--- config.mk ---
export PLATFORM = sky130hd
export DESIGN_NAME = bcc_eval
export DESIGN_NICKNAME = d
export VERILOG_FILES = /design/src/rtl/bcc_pkg.sv /design/src/rtl/bcc_cond_eval.sv /design/src/rtl/bcc_target_calc.sv /design/src/rtl/bcc_eval.sv
export SDC_FILE = /design/constraint.sdc
export NUM_CORES = 1
export LEC_CHECK = 0
export ABC_CLOCK_PERIOD_IN_PS = 5600
export BUFFER_PORTS_ARGS = -buffer_cell sky130_fd_sc_hd__buf_2
export CAP_MARGIN = 20
export CORE_AREA = 10 10 79 81
export CTS_BUF_LIST = sky130_fd_sc_hd__clkbuf_4 sky130_fd_sc_hd__clkbuf_8
export DETAILED_ROUTE_END_ITERATION = 10
export DIE_AREA = 0 0 89 91
export HOLD_SLACK_MARGIN = 0.12
export SETUP_SLACK_MARGIN = 0.02
export SLEW_MARGIN = 20
export SYNTH_ARGS = -nofsm -noshare
export SYNTH_HDL_FRONTEND = slang
export SYNTH_HIERARCHICAL = 1
export SYNTH_SLANG_ARGS = --single-unit
--- constraint.sdc ---
create_clock -name clk -period 5.6 [get_ports clk]
set_clock_uncertainty 0.05 [all_clocks]
set_input_delay 0.28 -clock clk [delete_from_list [all_inputs] [get_ports clk]]
set_output_delay 0.28 -clock clk [all_outputs]
set_load 0.02 [all_outputs]
--- src/rtl/bcc_pkg.sv ---
package bcc_pkg;

  // Upper three bits of the condition code select a test pair;
  // bit 0 inverts the selected test.
  typedef enum logic [2:0] {
    PAIR_ALWAYS = 3'd0,
    PAIR_UHIGH  = 3'd1,
    PAIR_CARRY0 = 3'd2,
    PAIR_ZERO0  = 3'd3,
    PAIR_OVF0   = 3'd4,
    PAIR_NEG0   = 3'd5,
    PAIR_SGE    = 3'd6,
    PAIR_SGT    = 3'd7
  } cond_pair_e;

  typedef struct packed {
    logic n;
    logic z;
    logic v;
    logic c;
  } flags_t;

endpackage

--- src/rtl/bcc_cond_eval.sv ---
module bcc_cond_eval
  import bcc_pkg::*;
#(
  parameter int COND_W = 4
) (
  input  logic [COND_W-1:0] cond,
  input  flags_t            flags,
  output logic              take
);

  logic       base;
  logic       sign_ok;
  cond_pair_e pair;

  assign pair    = cond_pair_e'(cond[COND_W-1:1]);
  assign sign_ok = ~(flags.n ^ flags.v);

  always_comb begin
    unique case (pair)
      PAIR_ALWAYS: base = 1'b1;
      PAIR_UHIGH:  base = ~flags.c & ~flags.z;
      PAIR_CARRY0: base = ~flags.c;
      PAIR_ZERO0:  base = ~flags.z;
      PAIR_OVF0:   base = ~flags.v;
      PAIR_NEG0:   base = ~flags.n;
      PAIR_SGE:    base = sign_ok;
      PAIR_SGT:    base = sign_ok & ~flags.z;
      default:     base = 1'b0;
    endcase
    take = base ^ cond[0];
  end

endmodule

--- src/rtl/bcc_target_calc.sv ---
module bcc_target_calc #(
  parameter int PC_W   = 16,
  parameter int DISP_W = 8,
  parameter int BR_LEN = 2
) (
  input  logic [PC_W-1:0]   pc,
  input  logic [DISP_W-1:0] disp,
  input  logic              take,
  output logic [PC_W-1:0]   next_pc
);

  localparam int EXT_W = PC_W - DISP_W;

  logic [PC_W-1:0] disp_ext;
  logic [PC_W-1:0] fall_pc;
  logic [PC_W-1:0] jump_pc;

  generate
    if (EXT_W > 0) begin : g_sext
      assign disp_ext = {{EXT_W{disp[DISP_W-1]}}, disp};
    end else begin : g_trunc
      assign disp_ext = disp[PC_W-1:0];
    end
  endgenerate

  // Both candidates are formed in parallel; the decision only drives the final mux.
  assign fall_pc = pc + PC_W'(BR_LEN);
  assign jump_pc = fall_pc + disp_ext;
  assign next_pc = take ? jump_pc : fall_pc;

endmodule

--- src/rtl/bcc_eval.sv ---
module bcc_eval
  import bcc_pkg::*;
#(
  parameter int COND_W = 4,
  parameter int PC_W   = 16,
  parameter int DISP_W = 8,
  parameter int BR_LEN = 2
) (
  input  logic              clk,
  input  logic              rst,
  input  logic [COND_W-1:0] cond_i,
  input  logic              flag_c_i,
  input  logic              flag_z_i,
  input  logic              flag_n_i,
  input  logic              flag_v_i,
  input  logic [PC_W-1:0]   pc_i,
  input  logic [DISP_W-1:0] disp_i,
  output logic              taken_o,
  output logic [PC_W-1:0]   next_pc_o
);

  localparam int EXT_W = PC_W - DISP_W;

  flags_t          flags_w;
  logic            take_w;
  logic [PC_W-1:0] npc_w;
  logic            armed_q;

  assign flags_w = '{n: flag_n_i, z: flag_z_i, v: flag_v_i, c: flag_c_i};

  bcc_cond_eval #(.COND_W(COND_W)) u_cond (
    .cond  (cond_i),
    .flags (flags_w),
    .take  (take_w)
  );

  bcc_target_calc #(.PC_W(PC_W), .DISP_W(DISP_W), .BR_LEN(BR_LEN)) u_tgt (
    .pc      (pc_i),
    .disp    (disp_i),
    .take    (take_w),
    .next_pc (npc_w)
  );

  always_ff @(posedge clk) begin
    if (rst) begin
      taken_o   <= 1'b0;
      next_pc_o <= '0;
      armed_q   <= 1'b0;
    end else begin
      taken_o   <= take_w;
      next_pc_o <= npc_w;
      armed_q   <= 1'b1;
    end
  end

  // armed_q marks that the previous edge was already out of reset.
  p_always_r3: assert property (@(posedge clk) disable iff (rst)
    (armed_q && $past(cond_i) == COND_W'(0)) |-> taken_o);

  p_never_r3: assert property (@(posedge clk) disable iff (rst)
    (armed_q && $past(cond_i) == COND_W'(1)) |-> !taken_o);

  p_uhigh_r4: assert property (@(posedge clk) disable iff (rst)
    (armed_q && $past(cond_i) == COND_W'(2)) |->
      taken_o == (!$past(flag_c_i) && !$past(flag_z_i)));

  p_sge_r7: assert property (@(posedge clk) disable iff (rst)
    (armed_q && $past(cond_i) == COND_W'(12)) |->
      taken_o == ($past(flag_n_i) == $past(flag_v_i)));

  p_sgt_r8: assert property (@(posedge clk) disable iff (rst)
    (armed_q && $past(cond_i) == COND_W'(14)) |->
      taken_o == (!$past(flag_z_i) && ($past(flag_n_i) == $past(flag_v_i))));

  p_fall_r11: assert property (@(posedge clk) disable iff (rst)
    (armed_q && !taken_o) |-> next_pc_o == PC_W'($past(pc_i) + PC_W'(BR_LEN)));

  p_jump_r10: assert property (@(posedge clk) disable iff (rst)
    (armed_q && taken_o) |->
      next_pc_o == PC_W'($past(pc_i) + PC_W'(BR_LEN)
                   + {{EXT_W{$past(disp_i[DISP_W-1])}}, $past(disp_i)}));

endmodule

-- Word level (Yosys, flattened, before mapping)
Index checks and enable logic that the tools add are counted.
- word-level logic and storage cells: 23
- output and inout port bits: 17
- bits in registers: 17
- input port bits: 34
- mux-type cells: 2
- reductions and logical operators: 1
- add/subtract/negate cells: 2
- bitwise operators: 9
- equality and inequality tests: 7
- operator list (cell ; number):
    $add A16 B16 Y16 ; 1
    $add A16 B2 Y16 const B ; 1
    $mux W16 ; 1
    $eq A3 B3 Y1 const B ; 4
    $pmux W1 S8 ; 1
    $eq A3 B2 Y1 const B ; 2
    $not A1 Y1 ; 5
    $eq A3 B1 Y1 const B ; 1
    $logic_not A3 Y1 ; 1
    $and A1 B1 Y1 ; 2
    $xor A1 B1 Y1 ; 2

-- Depth between registers and ports, before layout
- depth after elaboration: 6
- mapped depth: 13
- gate-level depth less buffers: 12

-- Hierarchy
Netlist, hierarchy kept.
- by module, submodules not included (module ; times used ; sequential area each (um^2) ; cells an instance ; area an instance (um^2)):
    bcc_target_calc ; 1 ; 0.0 ; 182 ; 1244.9
    bcc_eval ; 1 ; 340.3 ; 35 ; 475.5
    bcc_cond_eval ; 1 ; 0.0 ; 13 ; 87.6

-- Worst setup path after synthesis
No wires, ideal clock.
- path kind: input to register
- start: input pc_i[1]
- end: register next_pc_o[15]
- path slack: 3.077 ns
- data required time: 5.434 ns
- arrival: 2.357 ns
- path buffers: 0
- library setup time: 0.116 ns
- cell stages on the path: 11
- cells stage by stage: ha_1 > nand3_1 > xnor2_1 > ha_1 > nand2_1 > a211oi_2 > o211ai_2 > or3_4 > a221oi_2 > a31oi_1 > and2b_2
- cells in the longest elaborated chain, start to end: 3
- RTL lines (element ; line ; source):
    from (decl) ; bcc_eval.sv:16 ; input logic [PC_W-1:0] pc_i,
    $add A16 B2 Y16 (*) ; bcc_target_calc.sv:27 ; assign fall_pc = pc + PC_W'(BR_LEN);
    $add A16 B16 Y16 ; bcc_target_calc.sv:28 ; assign jump_pc = fall_pc + disp_ext;
    $mux W16 (*) ; bcc_target_calc.sv:29 ; assign next_pc = take ? jump_pc : fall_pc;
    named net npc_w[15] ; bcc_eval.sv:26 ; logic [PC_W-1:0] npc_w;
    to (signal assigned) ; bcc_eval.sv:51 ; next_pc_o <= npc_w;
    to (decl) ; bcc_eval.sv:19 ; output logic [PC_W-1:0] next_pc_o
The timed path passes the listed nets; every way through them passes the cells marked *.
A chain may end at the register's enable or synchronous reset.

-- Worst setup path after layout
- start: input pc_i[7]
- end: register next_pc_o[15]
Same word-level chain as after synthesis.

==> impl_metrics.yaml <==
setup_path:
  critPathKind: "in2reg"
  worst_ep_required_time_ns: 5.69
  critPathBufInv: 1
  critPathTopFamily: "simple AND/OR/NAND/NOR gates"
  crit_chain: "buf_2 -> nand4_1 -> nor4_1 -> xor2_1 -> ha_1 -> nand4_1 -> or3_1 -> and3b_1 -> o31ai_1 -> mux2i_1 -> a31oi_1 -> and2b_2"
  cp_slowest_stage_delay_ns: 0.40
  crit_fanout: 6
  arrival_ns: 2.79
  endpoint_kind: "register"
  slowest_stage: "ha_1"
  cpMostUsedCell: "nand4_1"
  cp-start-kind: "input port"
power:
  power_uw: 465
  leakagePower_nw: 0.995
  power-per-cell-area_nw_per_um2: 216
  ir_worst_vdd_mv: 0.0716
sta:
  fmax_mhz: 371
  finalCritPeriodShare_pct: 48.1
  setup_violations: 0
  hold_viol: 0
  final.min_clock_period_ns: 2.69
  final.setup.tns_ns: 0
  slew_violations: 0
  rsz0062_at_grt: "no"
  slew_headroom_pct: 69.6
  max_slew.worst_pin.slew_ns: 0.453
yosys:
  synth_cells: 230
  ys_seq_area_share_pct: 18.8
  ys_ff_latch: 17
  syn-mean-instance-area_um2: 7.86
  synthArstFlopShare_pct: 0
  synth-edff-count: 0
  yosys_warnings: 6
  ys_types: 50
  synth_flop_cell: "dfxtp_1"
  synth_nets: 285
  netlist_area_um2: 1810
die:
  initial_core_util_pct: 38.8
  dieHeight_um: 91
  die_area_um2: 8100
  die_width_um: 89
  ios: 51
  core_area_um2: 4660
  core.rowCount: 25
clock_network:
  cts-htree-levels: 1
  postCtsResizedCells: 0
  clk_pin_slew_worst_paths_ns: 0.06
  cts_buffer_depth: 2
  cts_sinks: 17
  cts_buffers: 3
  cts_tree: "yes"
  cts_setup_buffers: 0
  clockRootBuffer: "clkbuf_8"
  cts-hold-fix-buffers: 0
drt:
  drc: 0
  wl_per_cell_um: 13.2
  vias: 1702
  ant_nets: 0
  viasPerCell: 5.10
  firstDrtPassIters: 4
  finalWirelength_um: 4400
  drt-initial-drc-count: 58
global_routing:
  antenna_found_initial: 0
  track_usage_pct: 10.4
  gr-total-overflow: 0
  grt_pass1_wl_um: 7180
  grt_max_degree: 36
  grt_pass1_vias: 1630
placed_design:
  port_buffers: 50
  dp_hpwl_um: 3760
  placed_area_um2: 2110
  gp_congestion: 0.848
layout:
  area_growth_pct: 19.3
  layout-drive-gt1-share_pct: 26.1
  fin_nets: 336
  final_common_cell: "buf_2"
  mostFrequentLayoutCells: "50 x buf_2, 25 x a21oi_1, 23 x nor2_1"
  n_antenna_cell: 0
  finalInstanceArea_um2: 2160
  finish.utilization_pct: 46.3
status:
  status: "finished, final reports clean"
run:
  drv_cap: 0
worst_hold_path:
  hold_class: "in2reg"
## final timing paths
path / startpoint / endpoint / slack (ns) / cells after the start
worst min-delay path: rst / next_pc_o[12] / 0.33 / 2
worst max-delay path: pc_i[7] / next_pc_o[15] / 2.91 / 12
## routing by layer
layer | vias to the layer above | track usage (%) | part of all wire [%]
met2 | 41 | 14.9 | 41
met3 | 4 | 2.32 | 6.1
met4 | 0 | 3.18 | 0.84
met1 | 734 | 14.9 | 52
li1 | 923 | - | -
met5 | - | 0 | 0
## per-stage QoR
stage	setup WS, ns	hold WS [ns]	cells
2_1_floorplan	3.08	0.421	230
3_3_place_gp	2.68	0.588	330
3_5_place_dp	2.66	0.590	330
5_1_grt	2.68	0.348	334
6_report	2.91	0.332	334
4_1_cts	2.92	0.332	334
## area by class of cell
cell class | instances | area [µm²]
fillers | 482 | 2500
clock inverters | 1 | 5.00
multi-input cells | 203 | 1430
inverters | 5 | 18.8
well taps | 54 | 67.6
clock buffers | 3 | 41.3
repair buffers | 51 | 258
flip-flops and latches | 17 | 340
## cell families after synthesis
group           after synthesis  synth area share [%]
buf+inv                      10                  2.70
fa+ha+maj                    21                  14.9
simple gates                 99                  29.6
compound gates               55                  20.0
xor+xnor                     25                  12.1
mux                           3                  1.80
flops                        17                  18.8
## Yosys cell counts (3+ instances only)
master   number  share of area (%)
a21oi_1      25                6.9
nor2_1       23                4.8
nand2_1      22                4.6
ha_1         20                 14
dfxtp_1      17                 19
xnor2_1      15                7.3
nor2b_1      11                3.8
nand3_1      10                2.8
xor2_1       10                4.8
and2b_2       7                3.4
o21ai_0       7                1.9
inv_1         5                1.0
nand4_1       4                1.4
a21o_1        3                1.2
a31oi_1       3                1.0
and4_1        3                1.5
## power breakdown
group	total [mW]	switching, mW	leakage (nW)	internal, mW
Combinational	0.234	0.135	0.828	0.0997
Sequential	0.143	0.00395	0.142	0.139
Clock	0.0877	0.0386	0.0255	0.0492
## sequential cells by signal (all words and copies together) (netlist names)
register,flops
next_pc_o,16
taken_o,1
No activity file was read; power rests on OpenSTA's default activity.
